$ cat src/rtl/burst_addr_pkg.sv
package burst_addr_pkg;

    localparam int BEAT_W = 2;

    typedef enum logic {
        ORD_INTERLEAVE = 1'b0,
        ORD_LINEAR     = 1'b1
    } burst_order_e;

    typedef logic [BEAT_W-1:0] beat_t;

    typedef struct packed {
        beat_t start;
        beat_t beat;
    } burst_state_t;

    function automatic beat_t map_low(burst_order_e ord, beat_t s, beat_t k);
        if (ord == ORD_LINEAR)
            return beat_t'(s + k);
        else
            return s ^ k;
    endfunction

endpackage

$ cat src/rtl/burst_load_qual.sv
module burst_load_qual (
    input  logic strobe_proc,
    input  logic strobe_ctl,
    input  logic chip_sel,
    input  logic advance,
    output logic load,
    output logic step
);
    always_comb begin
        load = strobe_ctl | (strobe_proc & chip_sel);
        step = advance & ~load;
    end
endmodule

$ cat src/rtl/burst_beat_ctr.sv
module burst_beat_ctr
    import burst_addr_pkg::*;
(
    input  logic         clk,
    input  logic         rst,
    input  logic         load,
    input  logic         step,
    input  beat_t        start_in,
    output burst_state_t state
);
    always_ff @(posedge clk) begin
        if (rst) begin
            state <= '0;
        end else if (load) begin
            state.start <= start_in;
            state.beat  <= '0;
        end else if (step) begin
            state.beat  <= beat_t'(state.beat + 1'b1);
        end
    end
endmodule

$ cat src/rtl/burst_upper_reg.sv
module burst_upper_reg #(
    parameter int UP_W = 18
) (
    input  logic            clk,
    input  logic            rst,
    input  logic            load,
    input  logic [UP_W-1:0] d,
    output logic [UP_W-1:0] q
);
    always_ff @(posedge clk) begin
        if (rst)
            q <= '0;
        else if (load)
            q <= d;
    end
endmodule

$ cat src/rtl/burst_low_map.sv
module burst_low_map
    import burst_addr_pkg::*;
(
    input  logic         order_linear,
    input  burst_state_t state,
    output beat_t        low
);
    burst_order_e ord;
    always_comb begin
        ord = burst_order_e'(order_linear);
        low = map_low(ord, state.start, state.beat);
    end
endmodule

$ cat src/rtl/burst_addr_gen.sv
module burst_addr_gen
    import burst_addr_pkg::*;
#(
    parameter int ADDR_W = 20
) (
    input  logic              clk,
    input  logic              rst,
    input  logic [ADDR_W-1:0] ext_addr,
    input  logic              strobe_proc,
    input  logic              strobe_ctl,
    input  logic              chip_sel,
    input  logic              advance,
    input  logic              order_linear,
    output logic [ADDR_W-1:0] burst_addr
);
    localparam int UP_W = ADDR_W - BEAT_W;

    logic         load;
    logic         step;
    burst_state_t state;
    beat_t        low;
    logic [UP_W-1:0] upper;

    burst_load_qual u_qual (
        .strobe_proc (strobe_proc),
        .strobe_ctl  (strobe_ctl),
        .chip_sel    (chip_sel),
        .advance     (advance),
        .load        (load),
        .step        (step)
    );

    burst_beat_ctr u_ctr (
        .clk      (clk),
        .rst      (rst),
        .load     (load),
        .step     (step),
        .start_in (ext_addr[BEAT_W-1:0]),
        .state    (state)
    );

    burst_upper_reg #(.UP_W(UP_W)) u_upper (
        .clk  (clk),
        .rst  (rst),
        .load (load),
        .d    (ext_addr[ADDR_W-1:BEAT_W]),
        .q    (upper)
    );

    burst_low_map u_map (
        .order_linear (order_linear),
        .state        (state),
        .low          (low)
    );

    assign burst_addr = {upper, low};
endmodule

$ cat config.mk
export PLATFORM = sky130hd
export DESIGN_NAME = burst_addr_gen
export DESIGN_NICKNAME = d
export VERILOG_FILES = /design/src/rtl/burst_addr_pkg.sv /design/src/rtl/burst_load_qual.sv /design/src/rtl/burst_beat_ctr.sv /design/src/rtl/burst_upper_reg.sv /design/src/rtl/burst_low_map.sv /design/src/rtl/burst_addr_gen.sv
export SDC_FILE = /design/constraint.sdc
export NUM_CORES = 1
export LEC_CHECK = 0
export CORE_MARGIN = 3
export CORE_UTILIZATION = 40
export DETAILED_ROUTE_END_ITERATION = 8
export GPL_TIMING_DRIVEN = 0
export HOLD_SLACK_MARGIN = 0.02
export PLACE_DENSITY = 0.78
export SETUP_SLACK_MARGIN = 0.15
export SLEW_MARGIN = 30
export SYNTH_ARGS = -nofsm -noshare
export SYNTH_HDL_FRONTEND = slang
export SYNTH_SLANG_ARGS = --single-unit
$ cat constraint.sdc
create_clock -name clk -period 1 [get_ports clk]
set_clock_uncertainty 0.1 [all_clocks]
set_input_delay 0.15 -clock clk [delete_from_list [all_inputs] [get_ports clk]]
set_output_delay 0.15 -clock clk [all_outputs]
set_load 0.005 [all_outputs]
==> qor.csv <==
stage,metric,value,unit
critical_path,worstSetupStartpointType,flip-flop,
hold_path,hold-path-cell-count,3,
die,rows,17,
power_and_ir_drop,peakVddDrop,0.000719,V
power_and_ir_drop,power.total,1.82,mW
layout,layout-drive-gt1-share,44.9,%
clocking,cts_tree,done,
layout,final_util,71.1,%
timing,rsz0062_at_grt,true,
die,die_y,56.7,microns
route,drt_iter0_drc,12,
synth,synth.most_common_cell,nand2b_1,
synth,async_flop_share,0,%
power_and_ir_drop,pwr-share-seq,54.0,%
synth,synth_top_cell_by_area,dfxtp_1,
grt,grt_overflow,0,
power_and_ir_drop,switching_power,436,uW
timing,final_max_slew_viol_count,0,
route,drc_errors,0,
die,coreArea,2320,sq um
synth,synth-edff-count,0,
die,pin_count,47,
synth,syn-cell-area,1030,sq um
place,dpl.cell_count,173,
power_and_ir_drop,power_frac_comb,24.6,%
synth,yosys-top-cells-area,"dfxtp_1 (43%), nand2b_1 (24%), mux2i_1 (19%)",
route,drt_wl_total,2.38,mm
run_status,violations,negative setup slack,
place,place.gp.congestion,0.687,
clocking,htreeDepth,1,
clocking,holdBufCountCts,0,
synth,ys_types,14,
timing,setup_slack,-0.350,ns
critical_path,path_class,reg2out,
timing,fin_crit_sh,135,%
synth,synth_seq_cells,22,
clocking,cts_root_buf,clkbuf_4,
route,first_pass_iters,3,
clocking,insertion_delay,0.29,ns
place,hpwl,1.70,mm
die,dieArea,3220,sq um
route,wire_per_inst,12.8,microns
synth,synth.net_count,127,
critical_path,r2r.worst_path.cells,4,
place,port_buffers,46,
clocking,path_clk_slew,0.11,ns
grt,track_usage,14.9,%
flow_run,cap_violations,0,
timing,min_period,1.35,ns
synth,synth-seq-area-share,42.8,%
timing,worstMarginPinSlew,0.218,ns
route,via_per_inst,4.58,
die,initial_utilization,44.4,%
synth,yosys_most_used_dff,dfxtp_1,
grt,grt_first_pass_wirelength,3.86,mm
layout,fin_nets,188,
clocking,cts_buffers,3,
route,antenna_left,0,
timing,setup_violations,7,
timing,hold_viol,0,
grt,antenna_found_initial,0,
run_status,status,"finished, violations left",
layout,num-fill-cells,187,
hold_path,min_path_type,in2reg,
timing,slew_headroom,85.4,%
synth,synthCells,99,
grt,first_global_vias,864,
synth,synth_common_cells,"nand2b_1 (40), dfxtp_1 (22), mux2i_1 (20)",
layout,diodes,0,
power_and_ir_drop,power.density,1100,nW/um^2
synth,synth_top_area_share,42.8,%
timing,hold_slack,0.0769,ns
power_and_ir_drop,internal_power,1.39,mW
power_and_ir_drop,leakage,0.724,nW
critical_path,arrival,1.10,ns
power_and_ir_drop,swShare,23.9,%
power_and_ir_drop,pwr-share-clk,21.4,%
clocking,clk_path_buf_depth,2,
critical_path,cp.required,0.75,ns
synth,postSynthAreaPerCell,10.4,sq um
clocking,cts_sinks,22,
critical_path,path_max_fanout,2,
layout,areaGrowthSynthToFinish,60.1,%
layout,final_cells,186,
synth,ys_warn_count,0,
die,die_w,56.7,microns
critical_path,cp-end-kind,output port,
route,vias,851,
timing,fmax,0.741,GHz
grt,grt_max_degree,12,
==> cells in the final DEF (no fill, tap or decap), types with 2 or more instances in the layout <==
master | Yosys | final
nand2b_1 | 40 | 39
clkdlybuf4s50_1 | 0 | 22
dfxtp_2 | 0 | 22
mux2i_1 | 20 | 20
buf_6 | 3 | 17
buf_2 | 3 | 14
buf_4 | 0 | 6
clkbuf_4 | 0 | 3
clkbuf_2 | 0 | 2
==> state kept, by name (all words and copies together), names as in the netlist <==
register     count
u_upper.q       18
u_ctr.state      4
==> per-stage QoR <==
| step | setup TNS (ns) | setup WS [ns] | instance area (sq um) |
|---|---|---|---|
| 6_report | -0.665 | -0.350 | 1650 |
| 5_1_grt | -1.40 | -0.429 | 1650 |
| 4_1_cts | -0.743 | -0.346 | 1580 |
| 3_5_place_dp | -10.10 | -0.581 | 1530 |
| 3_3_place_gp | -9.56 | -0.576 | 1530 |
| 2_1_floorplan | 0 | 0.0571 | 1030 |
==> final cells by class <==
type,count,area (sq um),area share [%]
buffer,6,51.3,3.11
clock buffer,3,22.5,1.37
multi-input combinational,71,578,35.1
sequential,22,468,28.4
tap,28,35.0,2.12
timing repair buffer,56,494,30.0
==> per-layer routing <==
metal / vias to the layer above / global-route usage [%] / part of all wire, %
met3: 0 / 5.29 / 9.9
met4: 0 / 2.98 / 0
li1: 439 / - / -
met1: 377 / 17.1 / 42
met2: 35 / 26.6 / 48
met5: - / 0 / 0
==> final timing paths <==
path,end,slack (ns),from
hold / removal,u_ctr.state[1]$_SDFFE_PP0P_,0.08,strobe_ctl
hold reg to reg,u_upper.q[8]$_SDFFE_PP0P_,0.38,u_upper.q[8]$_SDFFE_PP0P_
setup reg to reg,u_ctr.state[1]$_SDFFE_PP0P_,-0.05,u_ctr.state[0]$_SDFFE_PP0P_
setup / recovery,burst_addr[1],-0.35,u_ctr.state[0]$_SDFFE_PP0P_
==> power by group through the flow <==
stage / Sequential (mW) / Combinational (mW) / Clock, mW
floorplan: 0.990 / 0.166 / 0
global placement: 0.985 / 0.413 / 0
detailed placement: 0.987 / 0.420 / 0
CTS: 0.978 / 0.419 / 0.400
global route: 0.992 / 0.483 / 0.440
finish: 0.984 / 0.448 / 0.390
==> repair_timing <==
action                                 in CTS  in global routing
gates cloned                                2                  0
buffers inserted                            5                  3
setup endpoints to repair                  42                 40
endpoints found under the hold margin       0                  0
pin swaps                                   6                  1
gates resized for setup                   123                 12
==> critical path, stage by stage (launching register included) <==
cell and delay, ns:
dfxtp_2 0.36, ha_4 0.15, nand2_2 0.06, xnor2_1 0.10, buf_2 0.13
==> cells by family (layout without fill, tap and decap cells) <==
logic type | count (synthesis) | after routing | synth area share, %
adders and majority gates | 1 | 1 | 1.21
and+or+nand+nor | 43 | 43 | 25.8
DFF | 22 | 22 | 42.8
AOI/OAI and AO/OA | 4 | 4 | 3.52
xor gates and xnor gates | 3 | 3 | 2.55
buffers and inverters | 6 | 65 | 4.74
muxes | 20 | 20 | 19.4
(Power assumes the default switching activity.)
